### config.mk
export PLATFORM = sky130hd
export DESIGN_NAME = xlat_walker
export DESIGN_NICKNAME = d
export VERILOG_FILES = /design/src/rtl/xw_pkg.sv /design/src/rtl/xw_pte_check.sv /design/src/rtl/xw_addr_gen.sv /design/src/rtl/xlat_walker.sv
export SDC_FILE = /design/constraint.sdc
export NUM_CORES = 1
export LEC_CHECK = 0
export ABC_AREA = 1
export BUFFER_PORTS_ARGS = -buffer_cell sky130_fd_sc_hd__buf_4
export CORE_MARGIN = 5
export CORE_UTILIZATION = 40
export CTS_BUF_LIST = sky130_fd_sc_hd__clkbuf_8
export DETAILED_ROUTE_END_ITERATION = 12
export GPL_TIMING_DRIVEN = 0
export PLACE_DENSITY_LB_ADDON = 0.25
export REMOVE_ABC_BUFFERS = 1
export SLEW_MARGIN = 20
export SYNTH_ARGS = -nofsm -noshare
export SYNTH_HDL_FRONTEND = slang
export SYNTH_SLANG_ARGS = --single-unit
### constraint.sdc
create_clock -name clk -period 1.9 [get_ports clk]
set_input_delay 0.095 -clock clk [delete_from_list [all_inputs] [get_ports clk]]
set_output_delay 0.095 -clock clk [all_outputs]
set_load 0.01 [all_outputs]
### src/rtl/xw_pkg.sv
package xw_pkg;

    localparam int VA_W      = 32;
    localparam int PTE_W     = 32;
    localparam int OFF_W     = 12;
    localparam int VPN_W     = 10;
    localparam int PPN_W     = 22;
    localparam int PA_W      = PPN_W + OFF_W;
    localparam int ATTR_W    = 10;
    localparam int CAUSE_W   = 4;
    localparam int LEVELS    = 2;
    localparam int MEGA_HI_W = PPN_W - VPN_W;
    localparam int ZEXT_W    = PA_W - VA_W;

    localparam logic [1:0] ACC_LOAD  = 2'd0;
    localparam logic [1:0] ACC_STORE = 2'd1;
    localparam logic [1:0] ACC_FETCH = 2'd2;

    localparam logic [CAUSE_W-1:0] CAUSE_FETCH = 4'd12;
    localparam logic [CAUSE_W-1:0] CAUSE_LOAD  = 4'd13;
    localparam logic [CAUSE_W-1:0] CAUSE_STORE = 4'd15;

    typedef enum logic [2:0] {
        ST_IDLE = 3'd0,
        ST_RD1  = 3'd1,
        ST_WT1  = 3'd2,
        ST_RD0  = 3'd3,
        ST_WT0  = 3'd4
    } walk_st_e;

    typedef struct packed {
        walk_st_e            st;
        logic [VA_W-1:0]     va;
        logic [1:0]          kind;
        logic [PPN_W-1:0]    root;
        logic [PPN_W-1:0]    next_ppn;
        logic                done;
        logic                fault;
        logic [CAUSE_W-1:0]  cause;
        logic [PA_W-1:0]     pa;
        logic [ATTR_W-1:0]   attr;
        logic                mega;
    } walk_t;

    function automatic logic [CAUSE_W-1:0] fault_cause(input logic [1:0] kind);
        case (kind)
            ACC_STORE: return CAUSE_STORE;
            ACC_FETCH: return CAUSE_FETCH;
            default:   return CAUSE_LOAD;
        endcase
    endfunction

endpackage

### src/rtl/xw_pte_check.sv
module xw_pte_check
    import xw_pkg::*;
#(
    parameter bit IS_TOP = 1'b0
) (
    input  logic [3:0]       perm,
    input  logic [VPN_W-1:0] ppn_lo,
    input  logic [1:0]       kind,
    output logic             is_ptr,
    output logic             fault
);

    logic v_bit, r_bit, w_bit, x_bit;
    logic leaf, reserved, misalign, perm_ok;

    always_comb begin
        v_bit    = perm[0];
        r_bit    = perm[1];
        w_bit    = perm[2];
        x_bit    = perm[3];
        leaf     = r_bit | w_bit | x_bit;
        reserved = w_bit & ~r_bit;
        misalign = IS_TOP && leaf && (ppn_lo != '0);
        case (kind)
            ACC_STORE: perm_ok = w_bit;
            ACC_FETCH: perm_ok = x_bit;
            default:   perm_ok = r_bit;
        endcase
        is_ptr = IS_TOP && v_bit && !leaf;
        fault  = !v_bit || reserved
               || (!leaf && !IS_TOP)
               || (leaf && (!perm_ok || misalign));
    end

endmodule

### src/rtl/xw_addr_gen.sv
module xw_addr_gen
    import xw_pkg::*;
(
    input  logic [PPN_W-1:0] root_ppn,
    input  logic [VA_W-1:0]  va,
    input  logic [PPN_W-1:0] next_ppn,
    input  logic [PPN_W-1:0] leaf_ppn,
    output logic [PA_W-1:0]  l1_addr,
    output logic [PA_W-1:0]  l0_addr,
    output logic [PA_W-1:0]  pa_page,
    output logic [PA_W-1:0]  pa_mega
);

    localparam int IDX_SH = 2;

    logic [VPN_W-1:0] vpn_hi, vpn_lo;
    logic [OFF_W-1:0] offset;

    always_comb begin
        vpn_hi  = va[VA_W-1 -: VPN_W];
        vpn_lo  = va[OFF_W +: VPN_W];
        offset  = va[OFF_W-1:0];
        l1_addr = {root_ppn, vpn_hi, {IDX_SH{1'b0}}};
        l0_addr = {next_ppn, vpn_lo, {IDX_SH{1'b0}}};
        pa_page = {leaf_ppn, offset};
        pa_mega = {leaf_ppn[PPN_W-1 -: MEGA_HI_W], vpn_lo, offset};
    end

endmodule

### src/rtl/xlat_walker.sv
module xlat_walker
    import xw_pkg::*;
(
    input  logic                clk,
    input  logic                rst_n,
    input  logic                req_valid,
    input  logic [31:0]         req_vaddr,
    input  logic [1:0]          req_kind,
    input  logic                xlat_on,
    input  logic [21:0]         root_ppn,
    output logic                busy,
    output logic                mem_req_valid,
    input  logic                mem_req_ready,
    output logic [33:0]         mem_req_addr,
    input  logic                mem_rsp_valid,
    input  logic [31:0]         mem_rsp_data,
    output logic                done,
    output logic                done_fault,
    output logic [3:0]          done_cause,
    output logic [33:0]         done_paddr,
    output logic [9:0]          done_attr,
    output logic                done_mega
);

    walk_t q, d;

    logic [LEVELS-1:0] lvl_ptr, lvl_fault;
    logic [PA_W-1:0]   l1_addr, l0_addr, pa_page, pa_mega;
    logic [PPN_W-1:0]  rsp_ppn;

    assign rsp_ppn = mem_rsp_data[PTE_W-1 -: PPN_W];

    // One entry checker per table level; the top level allows leaves.
    for (genvar lv = 0; lv < LEVELS; lv++) begin : g_lvl
        xw_pte_check #(.IS_TOP(lv == LEVELS-1)) u_chk (
            .perm   (mem_rsp_data[3:0]),
            .ppn_lo (mem_rsp_data[ATTR_W +: VPN_W]),
            .kind   (q.kind),
            .is_ptr (lvl_ptr[lv]),
            .fault  (lvl_fault[lv])
        );
    end

    xw_addr_gen u_addr (
        .root_ppn (q.root),
        .va       (q.va),
        .next_ppn (q.next_ppn),
        .leaf_ppn (rsp_ppn),
        .l1_addr  (l1_addr),
        .l0_addr  (l0_addr),
        .pa_page  (pa_page),
        .pa_mega  (pa_mega)
    );

    always_comb begin
        d      = q;
        d.done = 1'b0;
        unique case (q.st)
            ST_IDLE: begin
                if (req_valid) begin
                    d.va   = req_vaddr;
                    d.kind = req_kind;
                    d.root = root_ppn;
                    if (xlat_on) begin
                        d.st = ST_RD1;
                    end else begin
                        d.done  = 1'b1;
                        d.fault = 1'b0;
                        d.cause = '0;
                        d.pa    = {{ZEXT_W{1'b0}}, req_vaddr};
                        d.attr  = '0;
                        d.mega  = 1'b0;
                    end
                end
            end
            ST_RD1: if (mem_req_ready) d.st = ST_WT1;
            ST_WT1: begin
                if (mem_rsp_valid) begin
                    if (lvl_fault[LEVELS-1]) begin
                        d.st    = ST_IDLE;
                        d.done  = 1'b1;
                        d.fault = 1'b1;
                        d.cause = fault_cause(q.kind);
                        d.pa    = '0;
                        d.attr  = '0;
                        d.mega  = 1'b0;
                    end else if (lvl_ptr[LEVELS-1]) begin
                        d.next_ppn = rsp_ppn;
                        d.st       = ST_RD0;
                    end else begin
                        d.st    = ST_IDLE;
                        d.done  = 1'b1;
                        d.fault = 1'b0;
                        d.cause = '0;
                        d.pa    = pa_mega;
                        d.attr  = mem_rsp_data[ATTR_W-1:0];
                        d.mega  = 1'b1;
                    end
                end
            end
            ST_RD0: if (mem_req_ready) d.st = ST_WT0;
            ST_WT0: begin
                if (mem_rsp_valid) begin
                    d.st   = ST_IDLE;
                    d.done = 1'b1;
                    d.mega = 1'b0;
                    if (lvl_fault[0]) begin
                        d.fault = 1'b1;
                        d.cause = fault_cause(q.kind);
                        d.pa    = '0;
                        d.attr  = '0;
                    end else begin
                        d.fault = 1'b0;
                        d.cause = '0;
                        d.pa    = pa_page;
                        d.attr  = mem_rsp_data[ATTR_W-1:0];
                    end
                end
            end
            default: d.st = ST_IDLE;
        endcase
    end

    always_ff @(posedge clk) begin
        if (!rst_n) q <= '0;
        else        q <= d;
    end

    assign busy          = (q.st != ST_IDLE);
    assign mem_req_valid = (q.st == ST_RD1) || (q.st == ST_RD0);
    assign mem_req_addr  = (q.st == ST_RD0) ? l0_addr : l1_addr;
    assign done          = q.done;
    assign done_fault    = q.fault;
    assign done_cause    = q.cause;
    assign done_paddr    = q.pa;
    assign done_attr     = q.attr;
    assign done_mega     = q.mega;


    mem_req_hold_chk: assert property (@(posedge clk) disable iff (!rst_n)
        (mem_req_valid && !mem_req_ready) |=> (mem_req_valid && $stable(mem_req_addr)));


    req_in_walk_chk: assert property (@(posedge clk) disable iff (!rst_n)
        mem_req_valid |-> busy);


    done_not_busy_chk: assert property (@(posedge clk) disable iff (!rst_n)
        done |-> !busy);


    bare_pass_chk: assert property (@(posedge clk) disable iff (!rst_n)
        (req_valid && !busy && !xlat_on) |=>
        (done && !done_fault && done_paddr == {2'b00, $past(req_vaddr)}));


    cause_legal_chk: assert property (@(posedge clk) disable iff (!rst_n)
        (done && done_fault) |->
        (done_cause == CAUSE_FETCH || done_cause == CAUSE_LOAD || done_cause == CAUSE_STORE));


    fault_clear_chk: assert property (@(posedge clk) disable iff (!rst_n)
        (done && done_fault) |-> (done_paddr == '0 && !done_mega));


    mega_ok_chk: assert property (@(posedge clk) disable iff (!rst_n)
        (done && done_mega) |-> !done_fault);

endmodule

## Word-level counts from Yosys, hierarchy flattened

Cells that the tools add are included.

| word-level totals | value |
|---|---|
| memories | 0 |
| latch bits | 0 |
| bits in read-only memories | 0 |
| RAM bits | 0 |
| output and inout port bits | 87 |
| word-level logic and storage cells | 71 |
| input port bits | 94 |
| register bits | 132 |

| operators by class | value |
|---|---|
| reductions and logical operators | 21 |
| $add $sub $neg | 0 |
| multiply operators | 0 |
| shift operators | 0 |
| multiplexer cells | 20 |
| $lt $le $gt $ge | 0 |
| divide/modulo/power cells | 0 |
| eq/ne operators | 14 |
| bitwise operators | 5 |

Operators by type and width:

| cell | number |
|---|---|
| 51-bit two-way mux | 6 |
| 51-bit one-hot mux with 3 select lines | 1 |
| 59-bit two-way mux | 1 |
| 49-bit two-way mux | 1 |
| 34-bit two-way mux | 1 |
| 3-bit two-way mux | 6 |
| 3-bit one-hot mux with 5 select lines | 1 |
| 2-bit inequality test, second input constant | 7 |
| 6-bit AND reduction | 2 |
| 10-bit nonzero test | 1 |
| 3-bit by 2-bit equality test with 1-bit output, second input constant | 2 |
| 1-bit logical OR | 6 |
| 3-bit nonzero test | 2 |
| 1-bit logical AND | 4 |
| 2-bit one-hot mux with 2 select lines | 1 |
| 4-bit AND reduction | 1 |
| 3-bit by 1-bit equality test with 1-bit output, second input constant | 1 |
| 3-bit equality test, second input constant | 1 |
| 1-bit logical NOT | 3 |
| 3-bit logical NOT | 1 |
| 3-bit inequality test, second input constant | 1 |
| 2-bit by 1-bit equality test with 1-bit output, second input constant | 1 |
| 2-bit equality test, second input constant | 1 |
| 2-bit two-way mux | 1 |
| other kinds (5) | 7 |

## Depth between registers and ports, before layout

| logic depth | value |
|---|---|
| depth after elaboration | 9 |
| mapped depth | 12 |
| depth with buffers taken out | 12 |

## Modules after synthesis

Synthesis repeated with hierarchy kept, for this count alone.

| unflattened totals | value |
|---|---|
| cell total of the unflattened synthesis | 1248 |
| area, all modules | 8254.2 sq um |

By module, submodules not included:

| module | instances | cells an instance | area an instance (sq um) | seq. area each (sq um) |
|---|---|---|---|---|
| xlat_walker | 1 | 1071 | 7031.7 | 2602.5 |
| xw_addr_gen | 1 | 137 | 1024.7 | 0.0 |
| xw_pte_check at g_lvl[1].u_chk | 1 | 28 | 125.1 | 0.0 |
| xw_pte_check at g_lvl[0].u_chk | 1 | 12 | 72.6 | 0.0 |

## Worst setup path after synthesis

No wires, ideal clock.

| path | value |
|---|---|
| kind | register to register |
| from | register q[95] (netlist bit) |
| to | register q (netlist bit done_paddr[24]) |
| setup slack | 0.294 ns |
| data arrival time | 1.537 ns |
| required time | 1.830 ns |
| clock period less this slack | 1.606 ns |
| stages on the path, launching flop included | 11 |
| cell sequence | dfxtp_1 -> inv_1 -> ha_1 -> nand2_1 -> nand3_1 -> nor2_1 -> nand3_2 -> nand2_2 -> buf_4 -> nand2_1 -> a21oi_1 |

| on the way | value |
|---|---|
| word-level cells in the longest chain between the ends | 9 |
| elaborated cells on any way between the ends | 16 |
| classes of those cells | eq/ne: 3; mux: 6; reduce/logical: 7 |

Ends and longest elaborated chain:

| what | line | text |
|---|---|---|
| from (decl) | xlat_walker.sv:25 | `walk_t q, d;` |
| from (signal assigned) | xlat_walker.sv:125 | `if (!rst_n) q <= '0;` |
| from (signal assigned) | xlat_walker.sv:126 | `else q <= d;` |
| 2-bit equality test / 2-bit by 1-bit equality test with 1-bit output (equally long branches) | xw_pte_check.sv:24 | `case (kind)` |
| 1-bit one-hot mux with 2 select lines (*) | xw_pte_check.sv:24 |  |
| 1-bit logical NOT (*) | xw_pte_check.sv:32 | `\|\| (leaf && (!perm_ok \|\| misalign));` |
| 1-bit logical OR | xw_pte_check.sv:32 |  |
| 1-bit logical AND | xw_pte_check.sv:32 |  |
| 1-bit logical OR | xw_pte_check.sv:32 |  |
| 51-bit two-way mux | xlat_walker.sv:79 | `if (lvl_fault[LEVELS-1]) begin` |
| 51-bit two-way mux | xlat_walker.sv:78 | `if (mem_rsp_valid) begin` |
| 51-bit one-hot mux with 3 select lines | xlat_walker.sv:58 | `unique case (q.st)` |

Mark *: on every way between the ends. The rest lies on a longest branch, timed or not. The select of a mux whose other input is x is not followed.
A chain may end at the register's enable or synchronous reset.

## Final worst setup path

| path | value |
|---|---|
| from | register q[129] (netlist bit) |
| to | output mem_req_addr[2] |

| on the way | value |
|---|---|
| word-level cells in the longest chain between the ends | 2 |

Ends and longest elaborated chain:

| what | line | text |
|---|---|---|
| 3-bit by 2-bit equality test with 1-bit output | xlat_walker.sv:131 | `assign mem_req_addr = (q.st == ST_RD0) ? l0_addr : l1_addr;` |
| 34-bit two-way mux | xlat_walker.sv:131 |  |
| to (decl) | xlat_walker.sv:14 | `output logic [33:0] mem_req_addr,` |

Every way passes these cells.

==> impl_metrics.csv <==
group,metric,value,unit
status,outcome,"complete, no violations",
routing,drc,0,
routing,wirelength,20100,µm
placed_design,io_buffers,178,
power,total_power,8900,µW
logic_synthesis,synth_commonest_cells,"163 x nand2_1, 130 x dfxtp_1, 120 x o21ai_0",
logic_synthesis,ys_types,28,
logic_synthesis,synthTopCellsByArea,"dfxtp_1 44%, nand2_1 10%, o21ai_0 10%",
global_route,grt_pass1_vias,5698,
logic_synthesis,synth_seq_area_share,43.8,%
worst_setup_path,crit_chain,"inv_2 > nor2_4 > nand2_4 > buf_12 > buf_4 > nand2_1 > o21ai_0 > buf_4",
logic_synthesis,synth.avg_cell_area,7.20,µm²
logic_synthesis,synth.largest_area_cell,"dfxtp_1",
routing,num_vias,5964,
worst_setup_path,path_delay_family,"buffers and inverters",
worst_setup_path,crit_fanout,8,
clock_network,numCtsBuffers,17,
logic_synthesis,synth_area,5940,µm²
cells_and_area,area_growth_syn_to_layout,46.7,%
flow_run,max-cap-violations,0,
logic_synthesis,synth_edf_count,0,
sta,slew_viol_final,0,
global_route,grt_max_degree,91,
clock_network,cts_tree,"done",
sta,maxSlewHeadroom,42.9,%
placed_design,dp.cells,1095,
sta,fmax,558,MHz
logic_synthesis,async_flop_share,0,%
sta,rsz0062_at_grt,"yes",
floorplanning,core-area,14500,µm²
cells_and_area,finalNetCount,1138,
floorplanning,row_count,44,
clock_network,clock_sinks,130,
sta,finalCritPeriodShare,94.3,%
placed_design,routabilityCongestion,0.792,
floorplanning,start_util,40.8,%
routing,drt_first_pass_iters,7,
floorplanning,io_pins,181,
cells_and_area,layout-drive-gt1-share,27.4,%
global_route,antenna_found_initial,0,
worst_setup_path,end_kind,"primary output",
worst_setup_path,cp.required,1800,ps
cells_and_area,final_cells,1237,
worst_setup_path,crit_path_max_incr_delay,370,ps
worst_setup_path,worst_ep_arrival_time,1700,ps
cells_and_area,diodes,0,
power,power_density,1020,nW/µm²
logic_synthesis,synth_most_common_cell,"nand2_1",
sta,skew,14.0,ps
clock_network,clk_pin_slew,80,ps
floorplanning,die_h,132,µm
routing,wire_per_inst,16.2,µm
worst_setup_path,crit_buf_inv,4,
routing,drtIter0Drc,355,
worst_setup_path,critPathSlowestCell,"dfxtp_2",
worst_setup_path,cp-start-kind,"flop",
worst_setup_path,crit_type,"flop to primary output",
placed_design,hpwl,11300,µm
logic_synthesis,yosys_warnings,0,
routing,ant_nets,0,
global_route,track_usage,22.1,%
clock_network,root_buffer,"clkbuf_8",
min_path,holdCritPathClass,"input port to flop",
global_route,grt-ovfl-total,0,
sta,finalHoldViolations,0,
routing,vias_per_cell,4.82,
clock_network,clock_path_buffers,2,
logic_synthesis,ys_ff_latch,130,
sta,setup_viol,0,
logic_synthesis,synth-main-ff-cell,"dfxtp_1",
floorplanning,dieArea,17400,µm²
power,leakagePower,0.00389,µW
clock_network,worstSkewPairLatency,450,ps
sta,fin_crit,1790,ps
worst_setup_path,cpMostUsedCell,"buf_4",
worst_setup_path,r2r_slack,110,ps
power,ir_drop,0.475,mV
sta,worst_pin_slew,856,ps
clock_network,h-tree-depth,4,
logic_synthesis,synth_top_area_share,43.8,%
logic_synthesis,synth_cells,825,
global_route,grt_pass1_wl,30800,µm
floorplanning,die_x,132,µm
==> where the power goes <==
group          internal [µW]  total [µW]  switching, µW  leakage, µW
Clock                   1330        2430           1100     0.000206
Combinational           1300        3060           1760      0.00262
Sequential              3190        3420            223      0.00107
Total                   5820        8900           3080      0.00389
==> cell usage in the layout, fill, tap and decap left out, types with 5 or more instances in the layout <==
master         instances
inv_2                  6
clkbuf_8              22
nand2_8                5
dlygate4sd3_1         88
a21oi_2                9
nor2_4                 8
nand3_1                6
nor2_2                 5
buf_12                 5
buf_4                189
nor2_1               109
inv_1                 64
nand2_2               13
a211oi_1               5
a21oi_1               49
nand2_1              160
nand4_1                5
dfxtp_1              129
a31oi_1               20
o21ai_0              119
==> area by class of cell <==
type                       instances  area, µm²
fill                            1343       5830
multi-input combinational        532       2660
sequential                       130       2600
timing repair buffer             286       2510
clock buffer                      22        303
inverter                          73        298
tap                              184        230
clock inverter                     9        104
timing repair inverter             1       6.26
==> worst register-to-register path, stage by stage (launching register included) <==
cell and delay [ps]:
dfxtp_1 390, inv_1 80, ha_1 220, nand2_1 100, inv_1 70, nor2_2 160, nor2_4 80, nand3_4 90
buf_12 160, nand2_4 130, o21ai_0 170, inv_1 50
==> state kept, by name, indices dropped and copies added (netlist names) <==
signal	count
done_paddr	34
done_mega	1
q	81
done	1
done_cause	3
done_attr	10
==> what timing repair did <==
action                                 CTS  global route
setup endpoints to repair              100            64
hold buffers                            88             0
setup buffers                            8             7
pin swaps                                3             7
endpoints found under the hold margin  122             0
gates resized for setup                 18            17
gates cloned                             5             3
==> final timing paths <==
| kind | startpoint | end | cells past startpoint |
|---|---|---|---|
| max | q[129] | mem_req_addr[2] | 8 |
| min | req_valid | q[91] | 3 |
| max reg2reg | q[96] | done_attr[0] | 11 |
| min reg2reg | q[92] | q[92] | 2 |
==> cells by family (layout without fill, tap and decap cells) <==
kind of cell	count (synthesis)	in the layout	synth area share, %
AND/OR/NAND/NOR	314	320	21.9
buffers and inverters	170	391	14.9
other	1	2	0.0632
flip-flops	130	130	43.8
adder cells (fa/ha/maj)	3	3	0.632
AO/OA/AOI/OAI	207	207	18.7
==> layer usage <==
metal / part of all wire (%) / global-route usage [%]
met1: 44 / 28.7
met2: 48 / 35.8
met5: 0 / 0
met4: 1.3 / 6.63
met3: 6.2 / 6.22
==> through the flow <==
step	hold WS, ps	setup WS (ps)	utilization, %	instance area (µm²)	TNS, ps
2_1_floorplan	201	-353	-	5330	-22660
3_3_place_gp	329	-1500	47.5	6900	-148050
3_5_place_dp	333	-928	48.3	7010	-37940
4_1_cts	132	0.167	58.4	8490	0
5_1_grt	95.7	-25.2	59.9	8710	-74.3
6_report	118	109	59.9	8710	0
Power figures use the tool's default switching activity.
